### config.mk
export PLATFORM = sky130hd
export DESIGN_NAME = calclk_top
export DESIGN_NICKNAME = d
export VERILOG_FILES = /design/src/rtl/calclk_pkg.sv /design/src/rtl/calclk_counter.sv /design/src/rtl/calclk_alarm.sv /design/src/rtl/calclk_top.sv
export SDC_FILE = /design/constraint.sdc
export NUM_CORES = 1
export LEC_CHECK = 0
export BUFFER_PORTS_ARGS = -buffer_cell sky130_fd_sc_hd__clkbuf_2
export CAP_MARGIN = 10
export CORE_MARGIN = 1.5
export CORE_UTILIZATION = 50
export CTS_CLUSTER_DIAMETER = 30
export DETAILED_ROUTE_END_ITERATION = 7
export MAX_ROUTING_LAYER = met4
export PLACE_DENSITY = 0.69
export SLEW_MARGIN = 20
export SYNTH_ARGS = -nofsm -noshare
export SYNTH_HDL_FRONTEND = slang
export SYNTH_SLANG_ARGS = --single-unit
### constraint.sdc
create_clock -name clk -period 10 [get_ports clk]
set_input_delay 0.5 -clock clk [delete_from_list [all_inputs] [get_ports clk]]
set_output_delay 0.5 -clock clk [all_outputs]
set_load 0.05 [all_outputs]
### src/rtl/calclk_pkg.sv
// Shared constants and BCD helpers for the calendar clock.
// Assumes all time fields are packed two-digit BCD bytes.
package calclk_pkg;
    localparam int ADDR_W  = 5;
    localparam int BCD_W   = 8;
    localparam int NFIELD  = 6;   // seconds .. year
    localparam int NEVT    = 4;   // second, minute, hour, day events

    localparam logic [ADDR_W-1:0] A_WDAY = 5'h06;
    localparam logic [ADDR_W-1:0] A_ALM0 = 5'h07;
    localparam logic [ADDR_W-1:0] A_ALMN = 5'h0C;
    localparam logic [ADDR_W-1:0] A_CTRL = 5'h0D;
    localparam logic [ADDR_W-1:0] A_STAT = 5'h0E;
    localparam logic [ADDR_W-1:0] A_IEN  = 5'h0F;

    localparam int CTL_RUN  = 0;
    localparam int CTL_SNAP = 6;

    // Increment a BCD byte by one (caller handles the upper limit).
    function automatic logic [BCD_W-1:0] bcd_inc(input logic [BCD_W-1:0] v);
        if (v[3:0] == 4'd9) return {v[7:4] + 4'd1, 4'd0};
        else                return v + 8'd1;
    endfunction

    // Last valid day (BCD) for a BCD month and BCD year.
    function automatic logic [BCD_W-1:0] last_day(input logic [BCD_W-1:0] mon,
                                                  input logic [BCD_W-1:0] yr);
        logic [6:0] ybin;
        ybin = {3'b000, yr[7:4]} * 7'd10 + {3'b000, yr[3:0]};
        case (mon)
            8'h02:                      return (ybin[1:0] == 2'b00) ? 8'h29 : 8'h28;
            8'h04, 8'h06, 8'h09, 8'h11: return 8'h30;
            default:                    return 8'h31;
        endcase
    endfunction
endpackage

### src/rtl/calclk_counter.sv
// Live time counters: seconds through year plus weekday.
// Advances one second when adv is high; a bus write to a field wins
// over advancing (the top suppresses adv during time writes).
module calclk_counter
    import calclk_pkg::*;
(
    input  logic                          clk,
    input  logic                          rst_n,
    input  logic                          adv,
    input  logic                          wr_en,
    input  logic [2:0]                    wr_sel,
    input  logic [BCD_W-1:0]              wr_data,
    output logic [NFIELD-1:0][BCD_W-1:0]  time_q,
    output logic [BCD_W-1:0]              wday_q,
    output logic [NFIELD-1:0][BCD_W-1:0]  time_nx,
    output logic [NEVT-1:0]               evt
);
    logic [NFIELD-1:0][BCD_W-1:0] lim, lo;
    logic [2:0]                   wrap_low;   // second, minute, hour wraps
    logic [BCD_W-1:0]             wday_nx;

    // Per-field upper limit and restart value.
    always_comb begin
        lim[0] = 8'h59;
        lim[1] = 8'h59;
        lim[2] = 8'h23;
        lim[3] = last_day(time_q[4], time_q[5]);
        lim[4] = 8'h12;
        lim[5] = 8'h99;
        lo     = '0;
        lo[3]  = 8'h01;
        lo[4]  = 8'h01;
    end

    // Ripple the carry from seconds upward to form the next time.
    always_comb begin
        logic c;
        logic w;
        c        = 1'b1;
        wrap_low = '0;
        for (int i = 0; i < NFIELD; i++) begin
            w = c && (time_q[i] == lim[i]);
            if (!c)     time_nx[i] = time_q[i];
            else if (w) time_nx[i] = lo[i];
            else        time_nx[i] = bcd_inc(time_q[i]);
            if (i < 3) wrap_low[i] = w;
            c = w;
        end
    end

    // Weekday follows the day change (hour wrap).
    always_comb begin
        if (!wrap_low[2])          wday_nx = wday_q;
        else if (wday_q == 8'd6)   wday_nx = '0;
        else                       wday_nx = wday_q + 8'd1;
    end

    // Event pulses for the counted tick.
    assign evt = {adv & wrap_low[2], adv & wrap_low[1], adv & wrap_low[0], adv};

    // Counter registers: reset, bus load, or advance.
    always_ff @(posedge clk) begin
        if (!rst_n) begin
            time_q    <= '0;
            time_q[3] <= 8'h01;
            time_q[4] <= 8'h01;
            wday_q    <= '0;
        end else if (wr_en) begin
            for (int i = 0; i < NFIELD; i++)
                if (wr_sel == 3'(i)) time_q[i] <= wr_data;
            if (wr_sel == 3'(NFIELD)) wday_q <= {5'b0, wr_data[2:0]};
        end else if (adv) begin
            time_q <= time_nx;
            wday_q <= wday_nx;
        end
    end

    AST_HOLD_WHEN_IDLE: assert property (@(posedge clk) disable iff (!rst_n)
        (!adv && !wr_en) |=> ($stable(time_q) && $stable(wday_q)));
endmodule

### src/rtl/calclk_alarm.sv
// Alarm time storage and compare against the next time value.
// Assumes compare is only meaningful on a counted tick (adv).
module calclk_alarm
    import calclk_pkg::*;
(
    input  logic                          clk,
    input  logic                          rst_n,
    input  logic                          wr_en,
    input  logic [2:0]                    wr_sel,
    input  logic [BCD_W-1:0]              wr_data,
    input  logic                          adv,
    input  logic [NFIELD-1:0][BCD_W-1:0]  time_nx,
    output logic [NFIELD-1:0][BCD_W-1:0]  alm_q,
    output logic                          hit
);
    logic [NFIELD-1:0] eq;

    genvar g;
    for (g = 0; g < NFIELD; g++) begin : g_field
        // Field compare for one alarm byte.
        assign eq[g] = (alm_q[g] == time_nx[g]);

        // Alarm byte register.
        always_ff @(posedge clk) begin
            if (!rst_n)                             alm_q[g] <= '0;
            else if (wr_en && wr_sel == 3'(g))      alm_q[g] <= wr_data;
        end
    end

    // Match only on a tick that actually advances the clock.
    assign hit = adv && (&eq);

    AST_ALARM_BYTES_HOLD: assert property (@(posedge clk) disable iff (!rst_n)
        !wr_en |=> $stable(alm_q));
endmodule

### src/rtl/calclk_top.sv
// Calendar clock top: register decode, control, snapshot shadow,
// status flags (write-one-to-clear), interrupt gating and readback.
// Assumes tick_1hz is a single-cycle pulse synchronous to clk.
module calclk_top
    import calclk_pkg::*;
(
    input  logic              clk,
    input  logic              rst_n,
    input  logic              tick_1hz,
    input  logic [4:0]        addr,
    input  logic [7:0]        wdata,
    input  logic              wr_en,
    input  logic              rd_en,
    output logic [7:0]        rdata,
    output logic              irq
);
    logic                          wr_time, wr_alm, wr_ctrl, wr_stat, wr_ien;
    logic                          run_q, snap, adv, hit;
    logic [NFIELD-1:0][BCD_W-1:0]  time_q, time_nx, alm_q, shadow_q;
    logic [BCD_W-1:0]              wday_q;
    logic [NEVT-1:0]               evt, evt_q;
    logic                          alm_flag, pwr_flag;
    logic [3:0]                    ien_q;

    // Address decode for writes.
    assign wr_time = wr_en && (addr <= A_WDAY);
    assign wr_alm  = wr_en && (addr >= A_ALM0) && (addr <= A_ALMN);
    assign wr_ctrl = wr_en && (addr == A_CTRL);
    assign wr_stat = wr_en && (addr == A_STAT);
    assign wr_ien  = wr_en && (addr == A_IEN);
    assign snap    = wr_ctrl && wdata[CTL_SNAP];
    assign adv     = tick_1hz && run_q && !wr_time;

    calclk_counter u_cnt (
        .clk(clk), .rst_n(rst_n), .adv(adv),
        .wr_en(wr_time), .wr_sel(addr[2:0]), .wr_data(wdata),
        .time_q(time_q), .wday_q(wday_q), .time_nx(time_nx), .evt(evt)
    );

    // Alarm bytes start at 0x07, so the field index is addr[2:0] + 1 (mod 8).
    calclk_alarm u_alm (
        .clk(clk), .rst_n(rst_n), .wr_en(wr_alm),
        .wr_sel(addr[2:0] + 3'd1), .wr_data(wdata),
        .adv(adv), .time_nx(time_nx), .alm_q(alm_q), .hit(hit)
    );

    // Run enable and interrupt enables.
    always_ff @(posedge clk) begin
        if (!rst_n) begin
            run_q <= 1'b0;
            ien_q <= '0;
        end else begin
            if (wr_ctrl) run_q <= wdata[CTL_RUN];
            if (wr_ien)  ien_q <= wdata[3:0];
        end
    end

    // Shadow copy of the live counters on a snapshot request.
    always_ff @(posedge clk) begin
        if (!rst_n) begin
            shadow_q    <= '0;
            shadow_q[3] <= 8'h01;
            shadow_q[4] <= 8'h01;
        end else if (snap) begin
            shadow_q <= time_q;
        end
    end

    // Sticky status flags; a new event wins over a same-cycle clear.
    always_ff @(posedge clk) begin
        if (!rst_n) begin
            evt_q    <= '0;
            alm_flag <= 1'b0;
            pwr_flag <= 1'b1;
        end else begin
            for (int i = 0; i < NEVT; i++)
                evt_q[i] <= evt[i] | (evt_q[i] & ~(wr_stat & wdata[2+i]));
            alm_flag <= hit | (alm_flag & ~(wr_stat & wdata[6]));
            pwr_flag <= pwr_flag & ~(wr_stat & wdata[7]);
        end
    end

    // Interrupt: gated alarm flag or gated selected periodic flag.
    assign irq = (alm_flag & ien_q[3]) | (evt_q[ien_q[1:0]] & ien_q[2]);

    // Registered read mux.
    always_ff @(posedge clk) begin
        if (!rst_n) begin
            rdata <= '0;
        end else if (rd_en) begin
            if (addr < 5'(NFIELD))                      rdata <= shadow_q[addr[2:0]];
            else if (addr == A_WDAY)                    rdata <= wday_q;
            else if (addr >= A_ALM0 && addr <= A_ALMN)  rdata <= alm_q[addr[2:0] + 3'd1];
            else if (addr == A_CTRL)                    rdata <= {7'b0, run_q};
            else if (addr == A_STAT)                    rdata <= {pwr_flag, alm_flag, evt_q, run_q, 1'b0};
            else if (addr == A_IEN)                     rdata <= {4'b0, ien_q};
            else                                        rdata <= '0;
        end
    end

    AST_PWRUP_NEVER_RESETS: assert property (@(posedge clk) disable iff (!rst_n)
        !pwr_flag |=> !pwr_flag);
    AST_SNAPSHOT_COPIES: assert property (@(posedge clk) disable iff (!rst_n)
        snap |=> (shadow_q == $past(time_q)));
    AST_ALARM_ONLY_ON_RUN_TICK: assert property (@(posedge clk) disable iff (!rst_n)
        $rose(alm_flag) |-> $past(tick_1hz && run_q));
    AST_IRQ_HELD: assert property (@(posedge clk) disable iff (!rst_n)
        (irq && !wr_stat && !wr_ien) |=> irq);
endmodule

======== After elaboration in Yosys (flattened, before gate mapping) ========
Index checks and enable logic that the tools add are counted.
storage, ports and cells
  register bits ........................... 171
  input bits .............................. 18
  output and inout bits ................... 9
  logic and storage cells ................. 204
cells by class
  add/subtract/negate cells ............... 15
  multiply operators ...................... 1
  magnitude comparators ................... 7
  eq/ne operators ......................... 46
  multiplexer cells ....................... 44
  bitwise gates (word level) .............. 29
  reductions and logical operators ........ 37
operator list
  operator                                                                      number
  8-bit two-way mux                                                             35
  48-bit two-way mux                                                            2
  8-bit by 1-bit adder with 8-bit output, second input constant                 7
  8-bit equality test                                                           7
  8-bit binary-select mux with 3-bit select                                     2
  4-bit by 1-bit adder with 4-bit output, second input constant                 6
  4-bit equality test, second input constant                                    6
  8-bit by 3-bit equality test with 1-bit output, second input constant         3
  1-bit logical AND                                                             22
  1-bit AND                                                                     17
  8-bit by 5-bit equality test with 1-bit output, second input constant         2
  8-bit by 7-bit equality test with 1-bit output, second input constant         2
  8-bit case mux with 2 select lines                                            1
  3-bit equality test, second input constant                                    5
  5-bit by 4-bit equality test with 1-bit output, second input constant         3
  2-bit by 1-bit inequality test with 1-bit output, second input constant       7
  3-bit by 2-bit equality test with 1-bit output, second input constant         4
  2-bit AND reduction                                                           6
  8-bit by 2-bit equality test with 1-bit output, second input constant         1
  8-bit by 4-bit equality test with 1-bit output, second input constant         1
  8-bit by 6-bit equality test with 1-bit output, second input constant         1
  8-bit equality test, second input constant                                    1
  3-bit by 4-bit less-than comparator with 1-bit output, second input constant  2
  3-bit by 1-bit equality test with 1-bit output, second input constant         2
  21 further kinds                                                              34

======== Depth between registers and ports, before layout ========
  depth in word-level cells ............... 15
  mapped depth ............................ 14
  depth with buffers taken out ............ 11

======== Modules after synthesis ========
A second synthesis with hierarchy kept.
unflattened totals
  cell total of the unflattened synthesis .. 1365
  area total of the unflattened synthesis .. 11021.8 um^2
modules (own cells, without submodules)
  module          times used  cells an instance  area each (um^2)  seq. area each (um^2)
  calclk_counter  1           656                4878.4            1121.1
  calclk_top      1           433                3782.4            1341.3
  calclk_alarm    1           276                2361.0            960.9

======== Worst setup path before layout ========
Ideal clock, no wire load.
  path type ............................... input-to-reg
  start point ............................. input addr[0]
  end point ............................... register alm_flag
  setup time .............................. 0.069 ns
  arrival ................................. 4.077 ns
  data required time ...................... 9.931 ns
  slack ................................... 5.854 ns
  cell stages on the path ................. 14
  path buffers ............................ 4
  path through ............................ clkbuf_1 > buf_1 > clkbuf_1 > inv_1 > ha_1 > clkbuf_1 > o211ai_1 > and3_1 > o311ai_0 > a211o_1 > or4_4 > nor4_2 > nand4_1 > o21ai_1
between the ends
  cells in the longest elaborated chain, start to end .. 6
  elaborated cells on any way between the ends .. 11
  those cells by class .................... order compare (1); eq/ne (1); bitwise (4); reduce/logical (5)
RTL lines
  item                                                                                                                         line                                  RTL
  from (decl)                                                                                                                  calclk_top.sv:10                      input logic [4:0] addr,
  5-bit by 3-bit less-or-equal comparator with 1-bit output or 5-bit by 4-bit equality test with 1-bit output (tied branches)  calclk_top.sv:26, calclk_top.sv:29
  1-bit logical AND, on equally long branches                                                                                  calclk_top.sv:26, calclk_top.sv:29
  1-bit logical NOT or 1-bit AND (tied branches)                                                                               calclk_top.sv:32, calclk_top.sv:78
  1-bit logical AND or 1-bit NOT (tied branches)                                                                               calclk_top.sv:32, calclk_top.sv:78
  1-bit logical AND or 1-bit AND (tied branches)                                                                               calclk_alarm.sv:31, calclk_top.sv:78
  1-bit OR (*)                                                                                                                 calclk_top.sv:78                      alm_flag <= hit | (alm_flag & ~(wr_stat & wdata[6]));
  to (signal assigned)                                                                                                         calclk_top.sv:78
  to (decl)                                                                                                                    calclk_top.sv:22                      logic alm_flag, pwr_flag;
Every way passes the cells marked *; elsewhere a longest branch is shown, timed or not.
A chain may end at the register's enable or synchronous reset.

======== Final worst setup path ========
  start point ............................. register u_cnt.time_q[33] (netlist bit)
  end point ............................... register alm_flag
between the ends
  cells in the longest elaborated chain, start to end .. 13
  elaborated cells on any way between the ends .. 27
  those cells by class .................... add/sub (1); eq/ne (11); mux (8); bitwise (1); reduce/logical (6)
RTL lines
  item                                                                    line                  RTL
  from (decl)                                                             calclk_counter.sv:13  output logic [NFIELD-1:0][BCD_W-1:0] time_q,
  from (signal, indexed assignment)                                       calclk_counter.sv:70  if (wr_sel == 3'(i)) time_q[i] <= wr_data;
  from (signal assigned)                                                  calclk_counter.sv:73  time_q <= time_nx;
  8-bit by 3-bit equality test with 1-bit output (tied with other cells)  calclk_pkg.sv:30      case (mon)
  4-bit OR reduction                                                      calclk_pkg.sv:30
  8-bit case mux with 2 select lines                                      calclk_pkg.sv:30
  8-bit equality test                                                     calclk_counter.sv:42  w = c && (time_q[i] == lim[i]);
  1-bit logical AND (3 in series)                                         calclk_counter.sv:42
  8-bit two-way mux                                                       calclk_counter.sv:44  else if (w) time_nx[i] = lo[i];
  8-bit two-way mux                                                       calclk_counter.sv:43  if (!c) time_nx[i] = time_q[i];
  8-bit equality test                                                     calclk_alarm.sv:21    assign eq[g] = (alm_q[g] == time_nx[g]);
  6-bit AND reduction (*)                                                 calclk_alarm.sv:31    assign hit = adv && (&eq);
  1-bit logical AND (*)                                                   calclk_alarm.sv:31
  1-bit OR (*)                                                            calclk_top.sv:78
Marked as above.

==> key figures <==
STA
  • Sum Neg Setup Slack: 0 ps
  • RSZ-0062 raised after global routing: false
  • Final hold vios: 0
  • Max Clk Rate: 0.244 GHz
  • Max_slew headroom: 0.251
  • Fin crit period: 4100 ps
  • Fin crit share: 0.410
  • Count of final setup violators: 0
  • Post-Route Skew: 11.3 ps
  • Actual slew at the worst max-slew pin: 1110 ps
  • Max-slew violations: 0

Floorplan
  • Row count: 54
  • Ports: 27
  • Width of the die: 153 um
  • Die Y: 153 um
  • Initial Util: 0.511
  • Full die area: 23300 sq um
  • CORE AREA: 21900 sq um

Clock network
  • Bufs on Longest Clock Path: 2
  • Clk sinks: 171
  • Clk_lat worst skew: 450 ps
  • Clk root buf: clkbuf_16
  • Post-CTS setup buffer count: 0
  • H-tree depth: 4
  • # resized after CTS: 0
  • Number of hold buffers added after CTS: 0
  • Clock-pin slew on the worst setup and hold paths: 70 ps
  • Cts bufs inserted: 17
  • CTS tree: built

Setup path
  • CP startpoint: u_cnt.time_q[33]
  • Worst Setup EP: alm_flag
  • Crit Reg-Reg Endpoint: alm_flag
  • Worst EP required: 10380 ps
  • Worst Path Max Fanout: 20
  • Setup Crit Path Kind: flop to flop
  • CP Data Arrival Time: 4480 ps
  • Worst reg2reg setup slack: 5900 ps
  • Crit. End Element: flop
  • Worst r2r src: u_cnt.time_q[33]
  • Setup crit start kind: flop
  • Reg2Reg Depth: 9

Yosys
  • Most used DFF post-synth: dfxtp_1
  • Mapped Cells: 1431
  • Sequential share of the synthesized area: 0.306
  • Cell variety after synth: 92
  • Async set-reset flop share out of synthesis: 0
  • Synth Register Bits: 171
  • Yosys top cell area share: 0.306
  • Yosys warns: 0
  • Mapped Area: 11200 sq um
  • Cell with the most instances after synthesis: nand2_1
  • Syn_nets: 1481
  • Post-synth EDFFs: 0
  • Area leader, netlist: dfxtp_1
  • Synth cell count leaders: 190 x nand2_1, 172 x nor2_1, 171 x dfxtp_1
  • Area contributors post-synth: dfxtp_1 31%, mux2i_1 6.8%, nand2_1 6.4%, a21oi_1 6.2%, nor2_1 5.8%
  • Synth Area per Inst: 7.81 sq um

Power and ir drop
  • Peak supply drop: 101 uV
  • Pwr Density: 125 nW/um^2
  • Leakage: 4.31 nW

Placement
  • Gpl congestion: 0.976
  • Count of buffers from port buffering: 26
  • DP Cell Count: 1641
  • HPWL Detailed: 28200 um

Cells and area
  • Post-Layout Cell Count: 1674
  • Area growth from synthesis to layout: 6.59%
  • Post-layout util: 0.544
  • Fin nets: 1430
  • Layout cells sized above 1: 0.0841

Global routing
  • Total gr overflow: 0
  • Largest net degree at the start of global routing: 77
  • Total GRT Usage: 0.344
  • Vias in the first global route: 9926
  • Initial antenna violation count: 1
  • First-pass GRT wire length: 60100 um

Routing
  • Drt drc: 0
  • Drt pass-1 iters: 6
  • Total Wirelength: 38800 um
  • DR vias: 10900
  • Initial drt markers: 1363
  • Detail Route Antenna Nets: 0
  • Vias/cell: 6.51
  • WL per Instance: 23.2 um

Min path
  • Type of the worst min-delay path: input pin to flop

Run status
  • Outcome: finished clean

Flow run
  • Max cap viols: 0
cell families after synthesis:
kind of cell | share of synthesized area
buf+inv | 0.0521
simple gates | 0.259
flops | 0.306
fa+ha+maj | 0.0358
mux | 0.106
xor+xnor | 0.0329
compound gates | 0.208
critical path, stage by stage, from the launching register on:
cell and delay (ps):
dfxtp_1 810, nor4b_2 570, and4b_1 340, o2111ai_1 310, nor3_2 870, nand3_1 310
xnor2_1 200, a211oi_1 280, nand4bb_1 170, o21ai_1 150
layout make-up:
type	count	area, sq um
Sequential cell	171	3420
Tap cell	280	350
Clock buffer	17	425
Clock inverter	14	179
Timing Repair Buffer	37	213
Antenna cell	2	5.00
Inverter	35	134
Multi-Input combinational cell	1118	7190
Fill cell	2099	9970
stage by stage:
step                hold WS [ps]  instance area, sq um  total power (W)  setup WS (ps)
global placement             431                 11300         0.000801           5660
detailed placement           447                 11300         0.000801           5530
CTS                          445                 11900          0.00149           5990
floorplan                    418                 11200         0.000770           5850
global route                 480                 11900          0.00153           5710
finish                       451                 11900          0.00149           5900
power by group:
| group | switching [W] | internal, W |
|---|---|---|
| registers | 0.00000525 | 0.000685 |
| clock network | 0.000323 | 0.000379 |
| logic | 0.0000721 | 0.0000260 |
worst min-delay path by stage:
stage,start,slack (ps),endpoint,depth (start not counted)
after detailed placement,pwr_flag,450,pwr_flag,2
final,rd_en,450,rdata[1],2
after global routing,shadow_q[6],480,shadow_q[6],2
after CTS,rd_en,440,rdata[2],2
after global placement,pwr_flag,430,pwr_flag,2
after floorplan,pwr_flag,420,pwr_flag,2
layer usage:
metal  track usage  routed length, um  part of all wire  up-vias
met5             -                  0                 0        -
met4         0.174               2080             0.053        0
met3        0.0648               3080             0.079      131
met1         0.448              16500              0.43     5176
met2         0.509              17200              0.44      540
li1              -                  -                 -     5059
placed cells by master (no fill, tap or decap), types with 8 or more instances in the layout:
cell and n:
ha_1 32, clkbuf_16 17, mux4_2 17, nor2_1 171
a21o_1 9, a221oi_1 8, buf_4 11, nand2b_1 19
o21ai_0 69, nand3b_1 11, and3_1 18, mux2i_1 76
xnor2_1 21, dfxtp_1 171, clkbuf_2 26, a21oi_1 138
a31oi_1 13, a211oi_1 14, o31ai_1 8, a22oi_1 11
nand4_1 26, nor3_1 23, nor2b_1 11, nand2_1 190
and2_1 10, nand3_1 35, o211ai_1 16, inv_1 33
xor2_1 21
registers in the layout, summed over array words and instances, names as in the netlist:
register      count
run_q             1
ien_q             4
alm_flag          1
evt_q             4
shadow_q         48
u_cnt.wday_q      8
u_cnt.time_q     48
pwr_flag          1
rdata             8
u_alm.alm_q      48
No activity file was read; power rests on OpenSTA's default activity.
